[src/rtl/relsel_unit.sv]
module relsel_unit #(
  parameter int WIDTH      = 16,
  parameter bit REGISTERED = 1'b1
) (
  input  logic             clk,
  input  logic             rst_n,
  input  logic             en,
  input  logic [WIDTH-1:0] op_a,
  input  logic [WIDTH-1:0] op_b,
  input  logic [2:0]       func,
  output logic             result
);

  logic is_eq, is_gt, rel_bit;

  assign is_eq = (op_a == op_b);
  assign is_gt = (op_a > op_b);

  always_comb begin
    unique case (func)
      3'b000:  rel_bit = 1'b0;
      3'b001:  rel_bit = 1'b1;
      3'b010:  rel_bit = is_eq;
      3'b011:  rel_bit = ~is_eq;
      3'b100:  rel_bit = is_eq | is_gt;
      3'b101:  rel_bit = ~is_gt;
      3'b110:  rel_bit = ~is_gt & ~is_eq;
      default: rel_bit = is_gt;
    endcase
  end

  generate
    if (REGISTERED) begin : g_reg
      always_ff @(posedge clk or negedge rst_n) begin
        if (!rst_n)  result <= 1'b0;
        else if (en) result <= rel_bit;
      end

      assert_hold_R8: assert property (@(posedge clk) disable iff (!rst_n)
        !en |=> $stable(result));
      assert_load_R8: assert property (@(posedge clk) disable iff (!rst_n)
        en |=> (result == $past(rel_bit)));
    end else begin : g_comb
      assign result = rel_bit;
    end
  endgenerate

  assert_const_R1: assert property (@(posedge clk) disable iff (!rst_n)
    (func[2:1] == 2'b00) |-> (rel_bit == func[0]));
  assert_ne_R2: assert property (@(posedge clk) disable iff (!rst_n)
    (func == 3'b011) |-> (rel_bit == (op_a != op_b)));
  assert_ge_R3: assert property (@(posedge clk) disable iff (!rst_n)
    (func == 3'b100) |-> (rel_bit == (op_a >= op_b)));
  assert_le_R4: assert property (@(posedge clk) disable iff (!rst_n)
    (func == 3'b101) |-> (rel_bit == (op_a <= op_b)));
  assert_lt_R5: assert property (@(posedge clk) disable iff (!rst_n)
    (func == 3'b110) |-> (rel_bit == (op_a < op_b)));
  assert_excl_R7: assert property (@(posedge clk) disable iff (!rst_n)
    !(is_eq && is_gt));

endmodule

[config.mk]
export PLATFORM = sky130hd
export DESIGN_NAME = relsel_unit
export DESIGN_NICKNAME = d
export VERILOG_FILES = /design/src/rtl/relsel_unit.sv
export SDC_FILE = /design/constraint.sdc
export NUM_CORES = 1
export LEC_CHECK = 0
export BUFFER_PORTS_ARGS = -buffer_cell sky130_fd_sc_hd__buf_2
export CAP_MARGIN = 20
export CORE_MARGIN = 4
export CORE_UTILIZATION = 40
export CTS_CLUSTER_DIAMETER = 30
export DETAILED_ROUTE_END_ITERATION = 8
export GPL_ROUTABILITY_DRIVEN = 0
export GPL_TIMING_DRIVEN = 0
export MAX_ROUTING_LAYER = met4
export PLACE_DENSITY = 0.83
export RECOVER_POWER = 100
export SYNTH_ARGS = -nofsm -noshare
export SYNTH_HDL_FRONTEND = slang
export SYNTH_SLANG_ARGS = --single-unit
[constraint.sdc]
create_clock -name clk -period 0.9 [get_ports clk]
set_input_delay 0.18 -clock clk [delete_from_list [all_inputs] [get_ports clk]]
set_output_delay 0.18 -clock clk [all_outputs]
set_load 0.05 [all_outputs]
==> impl_metrics.json <==
{
  "drc": 0,
  "synth_top_area_share": 0.364,
  "largest_reg_flops": 1,
  "dieHeight_um": 45.1,
  "required_ps": 780,
  "wl_per_cell_um": 11.7,
  "synthAdderAreaFrac": 0.364,
  "cp_slowest_stage_delay_ps": 550,
  "final_nets": 168,
  "grt_pass1_vias": 670,
  "dr.first_iter.drc_count": 5,
  "ys_warn_count": 0,
  "drt-vias-per-instance": 5.31,
  "switchingPower_uw": 225,
  "slew_violations": 0,
  "syn_nets": 124,
  "vias": 675,
  "synthMuxAreaShare": 0.0182,
  "synth_largest_area_cell": "ha_1",
  "top_register": "result",
  "ys_ff_latch": 1,
  "synthSimpleGateAreaFrac": 0.241,
  "crit_family": "simple AND/OR/NAND/NOR gates",
  "postSynthAreaPerCell_um2": 7.86,
  "worstRegToRegCells": 1,
  "grt_pass1_wl_um": 2440,
  "io_buffers": 38,
  "netlist_instances": 70,
  "io_pins": 39,
  "finClkSkew_ps": 0,
  "seq_area_frac_synth": 0.0455,
  "cp_max_fo": 3,
  "relSlewSlack": 0.816,
  "path_depth": 8,
  "grt_antenna_before_repair": 0,
  "start_kind": "input pin",
  "coreArea_um2": 1300,
  "worstPathCellList": "buf_2 > ha_4 > nand4_4 > or4_4 > nor2_4 > xnor2_2 > o221ai_2 > o22a_1",
  "fin_crit_ps": 1850,
  "drive_above_1_share": 0.625,
  "clkPwrFrac": 0,
  "ys_types": 26,
  "grt_max_degree": 6,
  "synthToLayoutAreaGrowth_pct": 90.5,
  "clock_latency_ps": 0,
  "die_area_um2": 2030,
  "critPathArrivalTime_ps": 1730,
  "p_comb_frac": 0.899,
  "period_share": 2.05,
  "holdWs_ps": 435,
  "violations": "negative setup slack",
  "grt_setup_unrepaired": "yes",
  "hold_class": "in -> reg",
  "final_common_cell": "buf_2",
  "min_path_cells": 2,
  "tightest_slew_ps": 278,
  "post_dp_cell_area_um2": 951,
  "cp.buffers_inverters": 1,
  "p_leak_uw": 0.000484,
  "end_kind": "flip-flop",
  "postLayoutCellArea_um2": 1050,
  "fmax_mhz": 541,
  "syn_area_um2": 551,
  "drt_wl_total_um": 1490,
  "hpwl_um": 1270,
  "p_int_uw": 318,
  "setup_viol": 1,
  "p_per_area_nw_per_um2": 518,
  "clk_pin_slew_ps": 0,
  "synth_xor_area_frac": 0.0318,
  "die_w_um": 45.1,
  "power.share.switching": 0.415,
  "synth_area_leaders": "ha_1 36%, inv_1 12%, a21oi_1 4.5%",
  "gr-total-overflow": 0,
  "finalHoldViolations": 0,
  "antenna_cells": 0,
  "slowest_stage": "or4_4",
  "top_regs": "result: 1 flops",
  "maxCapViolations": 0,
  "p_seq_frac": 0.101,
  "synth_top_family_by_area": "adder cells",
  "worst_slack_ps": -949,
  "start_util": 0.423,
  "synth_compound_area_frac": 0.184,
  "drtPass1Iterations": 4,
  "status": "finished with violations",
  "grtUsageTotal": 0.156,
  "peakVddDrop_uv": 404,
  "crit_type": "in -> reg",
  "drt.antenna.violating_nets": 0,
  "final_cell_mix": "26 x buf_2, 12 x ha_4, 10 x buf_6, 7 x inv_2, 6 x inv_1",
  "num_rows": 13
}
## power by group through the flow
stage                     clock network (µW)  logic (µW)  registers, µW
after floorplan                            0         254           77.1
after global placement                     0         421           54.7
after detailed placement                   0         438           54.7
after CTS                                  0         489           54.8
after global routing                       0         538           55.7
final                                      0         488           54.9
## layout make-up
class / count / area [µm²]
timing repair buffer: 42 / 288
inverter: 17 / 88.8
fill: 82 / 253
tap: 15 / 18.8
sequential: 1 / 25.0
multi-input combinational: 52 / 628
## final timing paths
kind                       startpoint     end  slack (ps)
setup / recovery             op_a[11]  result        -950
hold / removal                     en  result         430
setup reg to reg               result  result         210
hold reg to reg                result  result         500
max in group asynchronous       rst_n  result         330
min in group asynchronous       rst_n  result         490
## per-layer routing
layer	up-vias	GRT usage	wire length [µm]
met1	307	0.141	549
met5	-	-	0
met2	26	0.339	824
li1	340	-	-
met3	2	0.00797	104
met4	0	0.0292	14
## cell families (layout without fill, tap and decap cells)
| group | count (synthesis) | after routing |
|---|---|---|
| buf+inv | 17 | 59 |
| mux | 1 | 1 |
| xor+xnor | 2 | 2 |
| flops | 1 | 1 |
| compound gates | 14 | 14 |
| simple gates | 19 | 19 |
| fa+ha+maj | 16 | 16 |
## stage by stage
stage / instances / worst slack [ps] / TNS [ps] / total power [µW] / util
floorplan: 70 / -825 / -825 / 332 / -
global placement: 123 / -1060 / -1060 / 475 / 0.731
finish: 127 / -949 / -949 / 543 / 0.806
detailed placement: 123 / -1080 / -1080 / 493 / 0.731
global route: 127 / -1020 / -1020 / 594 / 0.806
CTS: 127 / -952 / -952 / 544 / 0.806
## synth_stat cells
master and count:
xor2_1 1, a2bb2oi_1 1, a21oi_1 5, nand4_2 1, a2111o_1 1, o21a_1 1, nor2b_1 1, nor2_1 3
inv_1 17, mux2i_1 1, ha_1 16, nand4_4 1, dfrtp_1 1, or4_1 1, o21ai_0 2, o22a_1 1
nand2_1 4, xnor2_1 1, o211ai_1 1, and3_1 1, nor2_4 1, nand4_1 4, or4_4 1, nand3_1 1
o221ai_2 1, a211oi_1 1
## repair_timing
action | 4_1_cts | 5_1_grt
resized for setup | 14 | 0
hold buffers | 1 | 0
endpoints found under the hold margin | 1 | 0
pin swaps | 14 | 0
buffers inserted | 3 | 0
setup endpoints to repair | 1 | 1
Note: power is estimated with default switching activity, not from simulation.
